`config.mk`:
```
export PLATFORM = sky130hd
export DESIGN_NAME = page_walk_engine
export DESIGN_NICKNAME = d
export VERILOG_FILES = /design/src/rtl/ptw_pkg.sv /design/src/rtl/ptw_ctrl.sv /design/src/rtl/ptw_addr_gen.sv /design/src/rtl/ptw_walk_regs.sv /design/src/rtl/page_walk_engine.sv
export SDC_FILE = /design/constraint.sdc
export NUM_CORES = 1
export LEC_CHECK = 0
export BUFFER_PORTS_ARGS = -buffer_cell sky130_fd_sc_hd__clkbuf_2
export CAP_MARGIN = 20
export CORE_UTILIZATION = 45
export DETAILED_ROUTE_END_ITERATION = 12
export GPL_TIMING_DRIVEN = 0
export PLACE_DENSITY = 0.72
export SYNTH_ARGS = -nofsm -noshare
export SYNTH_HDL_FRONTEND = slang
export SYNTH_SLANG_ARGS = --single-unit
```
`constraint.sdc`:
```
create_clock -name clk -period 3 [get_ports clk]
set_input_delay 0.6 -clock clk [delete_from_list [all_inputs] [get_ports clk]]
set_output_delay 0.6 -clock clk [all_outputs]
set_load 0.01 [all_outputs]
```
`src/rtl/ptw_pkg.sv`:
```
package ptw_pkg;

    parameter int PA_W      = 32;
    parameter int PG_OFF_W  = 12;
    parameter int PFN_W     = PA_W - PG_OFF_W;
    parameter int PTE_BYTES = 4;
    localparam int PTE_SH   = $clog2(PTE_BYTES);

    typedef struct packed {
        logic [PFN_W-1:0] pfn;
        logic [5:0]       rsv;
        logic             refd;
        logic             dirty;
        logic             x;
        logic             w;
        logic             r;
        logic             valid;
    } pte_t;

    typedef enum logic [2:0] {
        ST_IDLE,
        ST_L1_REQ,
        ST_L1_WAIT,
        ST_L2_REQ,
        ST_L2_WAIT,
        ST_RESP
    } walk_state_e;

    typedef struct packed {
        logic             fault;
        logic [PFN_W-1:0] pfn;
        logic [2:0]       perm;
        logic             dirty;
        logic             refd;
    } walk_result_t;

    function automatic logic [PA_W-1:0] table_base(input pte_t e);
        return {e.pfn, {PG_OFF_W{1'b0}}};
    endfunction

    function automatic walk_result_t leaf_to_result(input pte_t e);
        walk_result_t res;
        res = '0;
        if (e.valid) begin
            res.pfn   = e.pfn;
            res.perm  = {e.x, e.w, e.r};
            res.dirty = e.dirty;
            res.refd  = e.refd;
        end else begin
            res.fault = 1'b1;
        end
        return res;
    endfunction

endpackage

```
`src/rtl/ptw_ctrl.sv`:
```
module ptw_ctrl
    import ptw_pkg::*;
(
    input  logic        clk,
    input  logic        rst,
    input  logic        req_valid,
    input  logic        mem_rd_ready,
    input  logic        mem_rsp_valid,
    input  logic        l1_entry_ok,
    input  logic        resp_ready,
    output logic        req_ready,
    output logic        accept,
    output logic        busy,
    output logic        mem_rd_valid,
    output logic        sel_l2,
    output logic        l1_take,
    output logic        leaf_take,
    output logic        resp_valid
);

    walk_state_e state_q, state_d;

    always_comb begin
        state_d = state_q;
        case (state_q)
            ST_IDLE:    if (req_valid)     state_d = ST_L1_REQ;
            ST_L1_REQ:  if (mem_rd_ready)  state_d = ST_L1_WAIT;
            ST_L1_WAIT: if (mem_rsp_valid) state_d = l1_entry_ok ? ST_L2_REQ : ST_RESP;
            ST_L2_REQ:  if (mem_rd_ready)  state_d = ST_L2_WAIT;
            ST_L2_WAIT: if (mem_rsp_valid) state_d = ST_RESP;
            ST_RESP:    if (resp_ready)    state_d = ST_IDLE;
            default:                       state_d = ST_IDLE;
        endcase
    end

    always_ff @(posedge clk) begin
        if (rst) state_q <= ST_IDLE;
        else     state_q <= state_d;
    end

    assign req_ready    = (state_q == ST_IDLE);
    assign accept       = req_valid && req_ready;
    assign busy         = (state_q != ST_IDLE);
    assign mem_rd_valid = (state_q == ST_L1_REQ) || (state_q == ST_L2_REQ);
    assign sel_l2       = (state_q == ST_L2_REQ);
    assign l1_take      = (state_q == ST_L1_WAIT) && mem_rsp_valid;
    assign leaf_take    = (state_q == ST_L2_WAIT) && mem_rsp_valid;
    assign resp_valid   = (state_q == ST_RESP);

    AST_ACCEPT_STARTS_READ: assert property (@(posedge clk) disable iff (rst)
        accept |=> busy && mem_rd_valid && !sel_l2);
    AST_READ_HELD: assert property (@(posedge clk) disable iff (rst)
        mem_rd_valid && !mem_rd_ready |=> mem_rd_valid);
    AST_L1_FAULT_SKIPS_L2: assert property (@(posedge clk) disable iff (rst)
        l1_take && !l1_entry_ok |=> resp_valid && !mem_rd_valid);
    AST_RESP_HELD: assert property (@(posedge clk) disable iff (rst)
        resp_valid && !resp_ready |=> resp_valid);

endmodule

```
`src/rtl/ptw_addr_gen.sv`:
```
module ptw_addr_gen
    import ptw_pkg::*;
#(
    parameter int VPN_W = 20,
    parameter int L1_W  = 10
) (
    input  logic [VPN_W-1:0] vpn,
    input  logic [PA_W-1:0]  root_base,
    input  logic [PA_W-1:0]  l2_base,
    input  logic             sel_l2,
    output logic [PA_W-1:0]  rd_addr
);

    localparam int L2_W = VPN_W - L1_W;

    logic [L1_W-1:0] idx_hi;
    logic [L2_W-1:0] idx_lo;
    logic [PA_W-1:0] off_hi, off_lo;

    assign idx_hi = vpn[VPN_W-1:L2_W];
    assign idx_lo = vpn[L2_W-1:0];
    assign off_hi = PA_W'(idx_hi) << PTE_SH;
    assign off_lo = PA_W'(idx_lo) << PTE_SH;

    always_comb begin
        if (sel_l2) rd_addr = l2_base + off_lo;
        else        rd_addr = root_base + off_hi;
    end

endmodule

```
`src/rtl/ptw_walk_regs.sv`:
```
module ptw_walk_regs
    import ptw_pkg::*;
#(
    parameter int VPN_W = 20
) (
    input  logic             clk,
    input  logic             rst,
    input  logic             accept,
    input  logic [VPN_W-1:0] req_vpn,
    input  logic [PA_W-1:0]  root_base,
    input  logic             l1_take,
    input  logic             leaf_take,
    input  logic [PA_W-1:0]  rsp_data,
    output logic [VPN_W-1:0] vpn_q,
    output logic [PA_W-1:0]  root_q,
    output logic [PA_W-1:0]  l2_base_q,
    output walk_result_t     result_q,
    output logic             l1_entry_ok
);

    pte_t entry;
    assign entry       = pte_t'(rsp_data);
    assign l1_entry_ok = entry.valid;

    always_ff @(posedge clk) begin
        if (rst) begin
            vpn_q     <= '0;
            root_q    <= '0;
            l2_base_q <= '0;
            result_q  <= '0;
        end else begin
            if (accept) begin
                vpn_q    <= req_vpn;
                root_q   <= root_base;
                result_q <= '0;
            end
            if (l1_take) begin
                l2_base_q <= table_base(entry);
                if (!entry.valid) begin
                    result_q       <= '0;
                    result_q.fault <= 1'b1;
                end
            end
            if (leaf_take) result_q <= leaf_to_result(entry);
        end
    end

    AST_FAULT_CLEARS_FIELDS: assert property (@(posedge clk) disable iff (rst)
        result_q.fault |-> (result_q.pfn == '0) && (result_q.perm == '0)
                           && !result_q.dirty && !result_q.refd);

endmodule

```
`src/rtl/page_walk_engine.sv`:
```
module page_walk_engine
    import ptw_pkg::*;
#(
    parameter int VPN_W = 20,
    parameter int L1_W  = 10
) (
    input  logic                   clk,
    input  logic                   rst,
    input  logic                   req_valid,
    output logic                   req_ready,
    input  logic [VPN_W-1:0]       req_vpn,
    input  logic [ptw_pkg::PA_W-1:0]  root_base,
    output logic                   busy,
    output logic                   mem_rd_valid,
    input  logic                   mem_rd_ready,
    output logic [ptw_pkg::PA_W-1:0]  mem_rd_addr,
    input  logic                   mem_rsp_valid,
    input  logic [ptw_pkg::PA_W-1:0]  mem_rsp_data,
    output logic                   resp_valid,
    input  logic                   resp_ready,
    output logic                   resp_fault,
    output logic [ptw_pkg::PFN_W-1:0] resp_pfn,
    output logic [2:0]             resp_perm,
    output logic                   resp_dirty,
    output logic                   resp_ref
);

    logic             accept, sel_l2, l1_take, leaf_take, l1_entry_ok;
    logic [VPN_W-1:0] vpn_q;
    logic [PA_W-1:0]  root_q, l2_base_q;
    walk_result_t     result_q;

    ptw_ctrl u_ctrl (
        .clk, .rst, .req_valid, .mem_rd_ready, .mem_rsp_valid,
        .l1_entry_ok, .resp_ready, .req_ready, .accept, .busy,
        .mem_rd_valid, .sel_l2, .l1_take, .leaf_take, .resp_valid
    );

    ptw_walk_regs #(.VPN_W(VPN_W)) u_regs (
        .clk, .rst, .accept, .req_vpn, .root_base, .l1_take, .leaf_take,
        .rsp_data(mem_rsp_data), .vpn_q, .root_q, .l2_base_q, .result_q,
        .l1_entry_ok
    );

    ptw_addr_gen #(.VPN_W(VPN_W), .L1_W(L1_W)) u_addr (
        .vpn(vpn_q), .root_base(root_q), .l2_base(l2_base_q),
        .sel_l2, .rd_addr(mem_rd_addr)
    );

    assign resp_fault = result_q.fault;
    assign resp_pfn   = result_q.pfn;
    assign resp_perm  = result_q.perm;
    assign resp_dirty = result_q.dirty;
    assign resp_ref   = result_q.refd;

    AST_READ_ADDR_STABLE: assert property (@(posedge clk) disable iff (rst)
        mem_rd_valid && !mem_rd_ready |=> $stable(mem_rd_addr));
    AST_RESP_FIELDS_STABLE: assert property (@(posedge clk) disable iff (rst)
        resp_valid && !resp_ready |=> $stable(resp_fault) && $stable(resp_pfn)
                                      && $stable(resp_perm) && $stable(resp_dirty)
                                      && $stable(resp_ref));

endmodule

```
==> reports/results.ini, run 1 <==
[timing]
drv_slew = 0
finalSetupViolations = 12
rsz0062_at_grt = yes
final.min_clock_period_ps = 3200
relSlewSlack_pct = 52.5
worst_slew_pin_slew_ps = 712
fin_hold_ws_ps = 425
fin_worst_skew_ps = 9.79
setup_ws_ps = -200
fin_crit_sh_pct = 107
final-hold-violation-count = 0
fmax_mhz = 313

[grt]
grt_pass1_vias = 4658
grt_pass1_wl_um = 22200
grt.overflow.total = 0
grt_util_all_layers_pct = 25.9
grt_max_degree = 18
antenna_found_initial = 0

[clock_network]
tritoncts = done
htree_levels = 3
cts_sinks = 101
clk_pin_slew_ps = 100
hold_buffers = 0
clock_latency_ps = 380
cts_max_path_buffers = 2
numCtsBuffers = 9
cts_root_buf = clkbuf_8

[synthesis]
yosysWarnings = 0
synthCells = 621
syn_nets = 722
syn_avg_cell_area_um2 = 7.62
ys.flop_type = dfxtp_1
synth-seq-area-share_pct = 42.7
synth-async-reset-ratio_pct = 0
netlist_area_mm2 = 0.00473
synth_edf_count = 0
netlist-cell-type-count = 44
synth-seq-cells = 101

[critical_path]
critPathArrivalTime_ps = 2600
end_kind = primary output
crit_type = flop to primary output
worst_ep_required_time_ps = 2400
cp_max_fo = 2
crit_start = u_regs.vpn_q[10]$_SDFFE_PP0P_
crit_path_start_kind = flop
r2r-start = u_ctrl.state_q[2]$_SDFFE_PP0P_

[detailed_routing]
drc = 0
first_pass_iters = 5
num_vias = 4847
vias_per_cell = 5.22
ant_nets = 0
routed_wl_um = 14000
post_drt_wl_per_cell_um = 15.1
drt_iter0_markers = 196

[final_layout]
syn2layout_area_growth_pct = 32.1
drive_gt1_share_pct = 31.3
final_cell_mix = 180 x nand2_1, 132 x clkbuf_2, 88 x a21oi_1
layout.nets = 889
layout_commonest_cell = nand2_1
n_antenna_cell = 0

[floorplan]
io_pins = 152
start_util_pct = 46.0
die_h_um = 105
core_area_mm2 = 0.0103
core.rowCount = 37
dieArea_mm2 = 0.0109
fp.dieW_um = 105

[power_and_ir_drop]
leakage_nw = 2.61
peakVddDrop_mv = 0.287
p_per_area_mw_per_mm2 = 477

[placed_design]
hpwl_um = 10300
place_ws_ps = -44.1
numPortBuffers = 144
routabilityCongestion = 0.856

[run_status]
violations = setup timing
status = finished with violations

[worst_hold_path]
hold_class = primary input to flop
hp-start = root_base[23]

[flow_run]
cap_violations = 0

synthesized netlist by cell type (all sizes together) (2+ instances only):
library cell,instances,area [um^2]
o21a,2,15.0
nand3,9,45.0
xnor2,15,131
a21oi,94,474
a21boi,3,22.5
inv,7,26.3
nor3,4,20.0
a211oi,2,20.0
nor2b,6,37.5
dfxtp,101,2020
clkbuf,29,109
a31oi,3,18.8
or3,2,13.8
nor2,43,161
and2,9,57.6
a22oi,27,203
a21o,4,30.0
o21ai,26,138
ha,10,125
nand4,5,52.6
buf,12,60.1
xor2,12,105
nand2,183,687
and3,2,12.5
area by class of cell:
class                           count  area, um^2
Clock buffer                       10         138
Multi-Input combinational cell    472        2760
Tap cell                          136         170
Fill cell                         984        4030
Timing Repair Buffer              157         860
Clock inverter                      6        70.1
Buffer                             40         176
Sequential cell                   101        2040
Inverter                            7        26.3
registers in the layout (all words and copies together) (netlist names):
signal and count:
u_regs.root_q 32, u_regs.result_q 26, u_regs.l2_base_q 20, u_regs.vpn_q 20, u_ctrl.state_q 3
kinds of logic after synthesis:
kind of cell	synth area share [%]
flops	42.7
compound gates	20.8
mux	0.238
xor+xnor	5.00
buf+inv	4.13
simple gates	24.1
fa+ha+maj	3.07
critical path, stage by stage, from the launching register on:
cell and delay, ps:
dfxtp_2 350, ha_4 160, fa_2 360, a211o_1 300
a21oi_4 190, buf_4 150, buf_6 90, o21ai_0 110
xnor2_1 150, o21ai_1 190, buf_2 170
worst paths after layout:
| kind | slack (ps) | endpoint | cells after the start |
|---|---|---|---|
| worst max-delay path | -200 | mem_rd_addr[10] | 10 |
| worst min-delay path | 420 | u_regs.root_q[23]$_SDFFE_PP0P_ | 3 |
| worst max register to register | 880 | u_regs.result_q[21]$_SDFF_PP0_ | 8 |
| worst min register to register | 460 | u_regs.l2_base_q[28]$_SDFFE_PP0P_ | 2 |
metrics by stage:
stage	power, mW	cell area (um^2)	setup TNS, ps	std cells	util, %
floorplan	1.81	4730	0	621	-
global placement	2.02	5620	-6.27	901	54.7
detailed placement	2.03	5620	-69.1	901	54.7
CTS	2.97	6110	-1160	927	59.4
global route	3.12	6250	-2600	929	60.8
finish	2.98	6250	-1140	929	60.8
power by group:
group          switching (mW)  leakage [nW]  total, mW  internal (mW)
Combinational           0.354          1.69      0.597          0.244
Sequential             0.0608         0.828       1.47           1.41
Clock                   0.499        0.0951      0.911          0.413
Total                   0.913          2.61       2.98           2.07
per-layer routing:
| layer | vias up | wire [um] | track usage [%] |
|---|---|---|---|
| met5 | - | 0 | 0 |
| met1 | 2244 | 6260 | 33.1 |
| li1 | 2424 | - | - |
| met3 | 20 | 710 | 3.62 |
| met4 | 0 | 252 | 9.18 |
| met2 | 159 | 6790 | 44.3 |
repair_timing:
item,CTS,global route
setup buffers,10,3
setup endpoints to repair,25,30
pin swaps,16,29
resized for setup,49,55
Power figures use the tool's default switching activity.
==> inputs of run 2 (changes only) <==
--- a/config.mk
+++ b/config.mk
@@ -7,10 +7,12 @@
 export LEC_CHECK = 0
 export BUFFER_PORTS_ARGS = -buffer_cell sky130_fd_sc_hd__clkbuf_2
 export CAP_MARGIN = 20
-export CORE_UTILIZATION = 45
+export CELL_PAD_IN_SITES_DETAIL_PLACEMENT = 0
+export CELL_PAD_IN_SITES_GLOBAL_PLACEMENT = 1
+export CORE_UTILIZATION = 36
 export DETAILED_ROUTE_END_ITERATION = 12
 export GPL_TIMING_DRIVEN = 0
-export PLACE_DENSITY = 0.72
+export PLACE_DENSITY_LB_ADDON = 0.1
 export SYNTH_ARGS = -nofsm -noshare
 export SYNTH_HDL_FRONTEND = slang
 export SYNTH_SLANG_ARGS = --single-unit
==> run 2 against run 1 <==
Net effect:
- cell count grew 3.6%
- critical endpoint is now mem_rd_addr[14]
- fmax increased by 3.5%
- worst setup slack better by 110 ps
- the flow still finishes with violations (setup timing)
- largest cell class unchanged
- total power rose by 7.1%
==> reports/results.ini, run 2 (synthesized netlist as in run 1, its figures left out) <==
[detailed_routing]
routed_wl_um = 14500  ; +3.7%
drc = 0  ; unchanged
first_pass_iters = 5  ; unchanged
vias_per_cell = 4.87  ; -6.6%
post_drt_wl_per_cell_um = 15.1  ; +0.17%
drt_iter0_markers = 283  ; +44%
ant_nets = 0  ; unchanged
num_vias = 4686  ; -3.3%

[floorplan]
start_util_pct = 37.2  ; -8.8 points
core.rowCount = 41  ; +11%
fp.dieW_um = 117  ; +12%
io_pins = 152  ; unchanged
dieArea_mm2 = 0.0136  ; +25%
core_area_mm2 = 0.0127  ; +24%
die_h_um = 117  ; +12%

[clock_network]
cts_sinks = 101  ; unchanged
tritoncts = done
cts_root_buf = clkbuf_16
hold_buffers = 0  ; unchanged
clk_pin_slew_ps = 70  ; -30 ps
numCtsBuffers = 9  ; unchanged
clock_latency_ps = 350  ; -30 ps
cts_max_path_buffers = 2  ; unchanged
htree_levels = 3  ; unchanged

[final_layout]
top_register = u_regs.root_q
stdcell_area_mm2 = 0.00625  ; +0.10%
drive_gt1_share_pct = 29.2  ; -2.0 points
n_antenna_cell = 0  ; unchanged
syn2layout_area_growth_pct = 32.2
fill_cells = 1364  ; +39%
reg_top3 = u_regs.root_q: 32 flops, u_regs.result_q: 26 flops
instances_no_fill = 962  ; +3.6%
fin_util_pct = 49.2  ; -12 points
layout.nets = 886  ; -0.34%
final_cell_mix = 181 x nand2_1, 139 x clkbuf_2, 90 x a21oi_1, 90 x dfxtp_1, 42 x nor2_1
largest_reg_flops = 32  ; unchanged
layout_commonest_cell = nand2_1

[critical_path]
r2r_end = u_regs.result_q[2]$_SDFF_PP0_
worst_ep_required_time_ps = 2400  ; about the same
crit_path_start_kind = flop
r2r-start = u_ctrl.state_q[2]$_SDFFE_PP0P_
end_kind = primary output
reg2reg_depth = 8  ; unchanged
critPathArrivalTime_ps = 2490  ; -110 ps
cp_max_fo = 8  ; +6
crit_start = u_regs.root_q[2]$_SDFFE_PP0P_
r2r_slack_ps = 900  ; +20 ps
crit_type = flop to primary output

[placed_design]
hpwl_um = 10900  ; +5.6%
numPortBuffers = 144  ; unchanged
dp.cells = 937  ; +4.0%
place_area_mm2 = 0.00567  ; +0.80%
routabilityCongestion = 0.833  ; -2.7%
place_ws_ps = -102  ; -57.7 ps

[grt]
antenna_found_initial = 0  ; unchanged
grt.overflow.total = 0  ; unchanged
grt_pass1_wl_um = 22400  ; +0.62%
grt_util_all_layers_pct = 21.8  ; -4.1 points
grt_max_degree = 17  ; -1
grt_pass1_vias = 4404  ; -5.5%

[power_and_ir_drop]
p_per_area_mw_per_mm2 = 510  ; +7.0%
leakage_nw = 2.59  ; -0.87%
peakVddDrop_mv = 0.464  ; +62%

[timing]
relSlewSlack_pct = 58.9  ; +6.4 points
drv_slew = 0  ; unchanged
fmax_mhz = 323  ; +3.5%
rsz0062_at_grt = yes
setup_ws_ps = -91.6  ; +108 ps
fin_worst_skew_ps = 6.89  ; -2.90 ps
final.min_clock_period_ps = 3090  ; -108 ps
fin_crit_sh_pct = 103  ; -3.6 points
final-hold-violation-count = 0  ; unchanged
finalSetupViolations = 11  ; -1
tns_ps = -489  ; +651 ps
worst_slew_pin_slew_ps = 616  ; -95.9 ps

[worst_hold_path]
hold_class = flop to flop
hold_path_depth = 2  ; -1
hp-start = u_regs.root_q[0]$_SDFFE_PP0P_
hold-path-endpoint = u_regs.root_q[0]$_SDFFE_PP0P_

[run_status]
status = finished with violations
violations = setup timing

[flow_run]
cap_violations = 0  ; unchanged

-- run 2: changes by cell type in the layout (fill, tap and decap cells not counted), sizes merged --
cell and change:
bufinv -1, clkinv +1, buf -13, clkinvlp -2, clkbuf +11, o21bai +1
-- run 2: worst max path at each step --
stage | end | slack, ps | depth (start not counted)
after floorplan | mem_rd_addr[20] | 340 | 8
after global placement | mem_rd_addr[26] | -60 | 9
after CTS | mem_rd_addr[20] | -120 | 10
after detailed placement | mem_rd_addr[24] | -100 | 9
after global routing | mem_rd_addr[20] | -200 | 10
final | mem_rd_addr[14] | -90 | 10
-- run 2: routing by layer --
metal  up-vias  global-route usage [%]  share of wire [%]  routed length, um
met5         -                       0                  0                  0
met3         9                    5.86                5.2                754
met4         0                    5.57               0.91                132
met2       106                    36.2                 47               6830
met1      2160                    27.9                 47               6820
li1       2411                       -                  -                  -
-- run 2: layout make-up --
type                    instances  area (um^2)  area share, %
multi-input cells             473         2710           43.3
plain buffers                  41          179           2.86
inverters                       7         26.3          0.420
clock inverters                 4         30.0          0.480
clock buffers                  12          256           4.10
flip-flops and latches        101         2040           32.6
repair buffers                152          801           12.8
well taps                     172          215           3.44
-- run 2: what timing repair did --
item / in CTS / in global routing
gates resized for setup: 36 / 33
buffers inserted: 4 / 3
gates cloned: 0 / 2
pin swaps: 10 / 13
setup endpoints to repair: 25 / 24
-- run 2: report_power, final --
group,internal [mW],switching (mW)
clock network,0.611,0.514
logic,0.241,0.353
registers,1.41,0.0606
-- run 2: stage by stage --
step | hold slack (ps) | power, mW
CTS | 450 | 3.20
floorplan | 432 | 1.81
finish | 452 | 3.19
detailed placement | 446 | 2.04
global route | 465 | 3.35
global placement | 439 | 2.04
-- run 2: critical path, stage by stage (launching register included) --
cell and delay (ps):
dfxtp_2 340, ha_4 160, fa_2 370, a211o_1 300
a21oi_4 190, o21ai_4 130, buf_4 170, nand3_2 80
xor2_2 160, o21ai_1 90, buf_2 150
==> inputs of run 3 (changes only) <==
--- a/config.mk
+++ b/config.mk
@@ -12,7 +12,7 @@
 export CORE_UTILIZATION = 36
 export DETAILED_ROUTE_END_ITERATION = 12
 export GPL_TIMING_DRIVEN = 0
-export PLACE_DENSITY_LB_ADDON = 0.1
+export PLACE_DENSITY_LB_ADDON = 0.2
 export SYNTH_ARGS = -nofsm -noshare
 export SYNTH_HDL_FRONTEND = slang
 export SYNTH_SLANG_ARGS = --single-unit
==> constraint.sdc (replaced) <==
create_clock -name clk -period 3.35 [get_ports clk]
set_input_delay 0.67 -clock clk [delete_from_list [all_inputs] [get_ports clk]]
set_output_delay 0.67 -clock clk [all_outputs]
set_load 0.01 [all_outputs]
==> run 3 against run 2 <==
Net effect:
- the run now ends clean
- critical path depth decreased by 1
- first-iteration DRC count fell by 12%
- global-route usage is 0.18 points lower
- total power is 13% lower
- count of clock-buffer cells in the layout down 1
- sequential power fell by 11%
- register-to-register slack better by 360 ps
- sequential cell count stayed put
- utilization fell by 1.5 points
- clock power decreased by 14%
- routed wire length shrank 1.7%
- non-clock buffer count is 3 lower
==> reports/results.ini, run 3 (synthesized netlist as in run 1, its figures left out) <==
[clock_network]
clk_pin_slew_ps = 70  ; about the same
cts_root_buf = clkbuf_16
cts_sinks = 101  ; unchanged
clock_latency_ps = 350  ; about the same
numCtsBuffers = 9  ; unchanged
cts_max_path_buffers = 2  ; unchanged
tritoncts = done
htree_levels = 3  ; unchanged

[final_layout]
instances_no_fill = 959  ; -0.31%
syn2layout_area_growth_pct = 28.2
drive_gt1_share_pct = 25.7  ; -3.6 points
n_antenna_cell = 0  ; unchanged
largest_reg_flops = 32  ; unchanged
fin_util_pct = 47.7  ; -1.5 points
stdcell_area_mm2 = 0.00607  ; -3.0%
top_register = u_regs.root_q
final_cell_mix = 183 x nand2_1, 144 x clkbuf_2, 100 x dfxtp_1
fill_cells = 1374  ; +0.73%
layout_commonest_cell = nand2_1
layout.nets = 883  ; -0.34%
reg_top3 = u_regs.root_q: 32 flops, u_regs.result_q: 26 flops

[power_and_ir_drop]
leakage_nw = 2.56  ; -1.2%
p_per_area_mw_per_mm2 = 457  ; -10%
swShare_pct = 29.4  ; +0.32 points
p_comb_share_pct = 18.0  ; -0.6 points
pwr-share-clk_pct = 34.9  ; -0.4 points
pwr-share-seq_pct = 47.1  ; +1.0 points
p_int_mw = 1.96  ; -13%
p_sw_mw = 0.815  ; -12%
peakVddDrop_mv = 0.337  ; -27%

[grt]
antenna_found_initial = 0  ; unchanged
grt_util_all_layers_pct = 21.6  ; -0.18 points
grt_pass1_wl_um = 21900  ; -1.9%
grt_pass1_vias = 4311  ; -2.1%
grt.overflow.total = 0  ; unchanged
grt_max_degree = 17  ; unchanged

[detailed_routing]
first_pass_iters = 5  ; unchanged
num_vias = 4665  ; -0.45%
post_drt_wl_per_cell_um = 14.9  ; -1.4%
ant_nets = 0  ; unchanged
vias_per_cell = 4.86  ; -0.14%
drt_iter0_markers = 249  ; -12%
drc = 0  ; unchanged
routed_wl_um = 14300  ; -1.7%

[placed_design]
place_ws_ps = 254  ; +356 ps
numPortBuffers = 144  ; unchanged
hpwl_um = 10900  ; -0.52%
dp.cells = 937  ; unchanged
place_area_mm2 = 0.00567  ; unchanged
routabilityCongestion = 0.837  ; +0.46%

[timing]
setup_ws_ps = 106  ; +197 ps
final-hold-violation-count = 0  ; unchanged
fin_worst_skew_ps = 6.46  ; -0.433 ps
relSlewSlack_pct = 60.0  ; +1.1 points
worst_slew_pin_slew_ps = 600  ; -16.8 ps
fin_crit_sh_pct = 96.8
final.min_clock_period_ps = 3240
finalSetupViolations = 0  ; -11
fmax_mhz = 308
fin_hold_ws_ps = 455  ; +3.48 ps
drv_slew = 0  ; unchanged

[worst_hold_path]
hold_path_depth = 2  ; unchanged
hp-start = u_regs.l2_base_q[21]$_SDFFE_PP0P_
hold-path-endpoint = u_regs.l2_base_q[21]$_SDFFE_PP0P_
hold_class = flop to flop

[floorplan]
core.rowCount = 41  ; unchanged
start_util_pct = 37.2  ; unchanged
io_pins = 152  ; unchanged
dieArea_mm2 = 0.0136  ; unchanged
core_area_mm2 = 0.0127  ; unchanged
fp.dieW_um = 117  ; unchanged
die_h_um = 117  ; unchanged

[critical_path]
r2r_end = u_regs.result_q[19]$_SDFF_PP0_
end_kind = primary output
crit_type = flop to primary output
critPathArrivalTime_ps = 2570  ; +80 ps
worst_ep_required_time_ps = 2680  ; +280 ps
reg2reg_depth = 8  ; unchanged
crit_path_start_kind = flop
r2r_slack_ps = 1260  ; +360 ps
cp_max_fo = 4  ; -4
r2r-start = u_ctrl.state_q[2]$_SDFFE_PP0P_

[run_status]
status = finished clean

[flow_run]
cap_violations = 0  ; unchanged

## run 3: worst max path at each step
stage	slack, ps	from	cells after the start	to
after floorplan	620	u_regs.root_q[2]$_SDFFE_PP0P_	8	mem_rd_addr[20]
after global placement	250	u_regs.root_q[2]$_SDFFE_PP0P_	9	mem_rd_addr[30]
after detailed placement	250	u_regs.root_q[2]$_SDFFE_PP0P_	9	mem_rd_addr[30]
after CTS	20	u_ctrl.state_q[1]$_SDFFE_PP0P_	8	mem_rd_addr[21]
after global routing	-9	u_regs.vpn_q[10]$_SDFFE_PP0P_	10	mem_rd_addr[14]
final	110	u_regs.vpn_q[10]$_SDFFE_PP0P_	9	mem_rd_addr[12]
## run 3: routing by layer
| layer | vias to the layer above | track usage (%) | wire (um) |
|---|---|---|---|
| met5 | - | 0 | 0 |
| met4 | 0 | 4.56 | 92 |
| met3 | 9 | 7.47 | 930 |
| met2 | 125 | 36.6 | 6820 |
| met1 | 2116 | 26.5 | 6430 |
| li1 | 2415 | - | - |
## run 3: power groups by stage
stage / Combinational, mW / Clock, mW / Sequential (mW)
finish: 0.498 / 0.968 / 1.31
global route: 0.559 / 1.05 / 1.32
CTS: 0.494 / 1.00 / 1.31
detailed placement: 0.490 / 0 / 1.33
global placement: 0.482 / 0 / 1.33
floorplan: 0.298 / 0 / 1.32
## run 3: through the flow
step | total power [mW] | TNS [ps]
floorplan | 1.62 | 0
global placement | 1.81 | 0
detailed placement | 1.83 | 0
CTS | 2.80 | 0
global route | 2.92 | -20.8
finish | 2.77 | 0
## run 3: critical path, cell delays in order, from the launching register on
cell and delay, ps:
dfxtp_2 320, ha_2 190, fa_2 380, a211o_1 310, a21oi_4 270, o21ai_4 120
buf_4 150, xnor2_1 220, a21oi_2 100, clkbuf_2 150
## run 3: cell type report
type / instances / area [um^2] / share of cell area (%)
flip-flops and latches: 101 / 2020 / 33.3
clock buffers: 11 / 233 / 3.84
repair buffers: 149 / 762 / 12.6
plain buffers: 41 / 178 / 2.93
multi-input cells: 473 / 2590 / 42.7
well taps: 172 / 215 / 3.55
inverters: 7 / 26.3 / 0.433
clock inverters: 5 / 37.5 / 0.619
## run 3: repair_timing
| action | 4_1_cts | 5_1_grt |
|---|---|---|
| gates resized for setup | 4 | 22 |
| setup buffers | 0 | 5 |
| setup endpoints to repair | 10 | 25 |
| hold buffers | 0 | 0 |
| cloned | 0 | 1 |
| pin swaps | 0 | 6 |
| hold endpoints to repair | 0 | 0 |
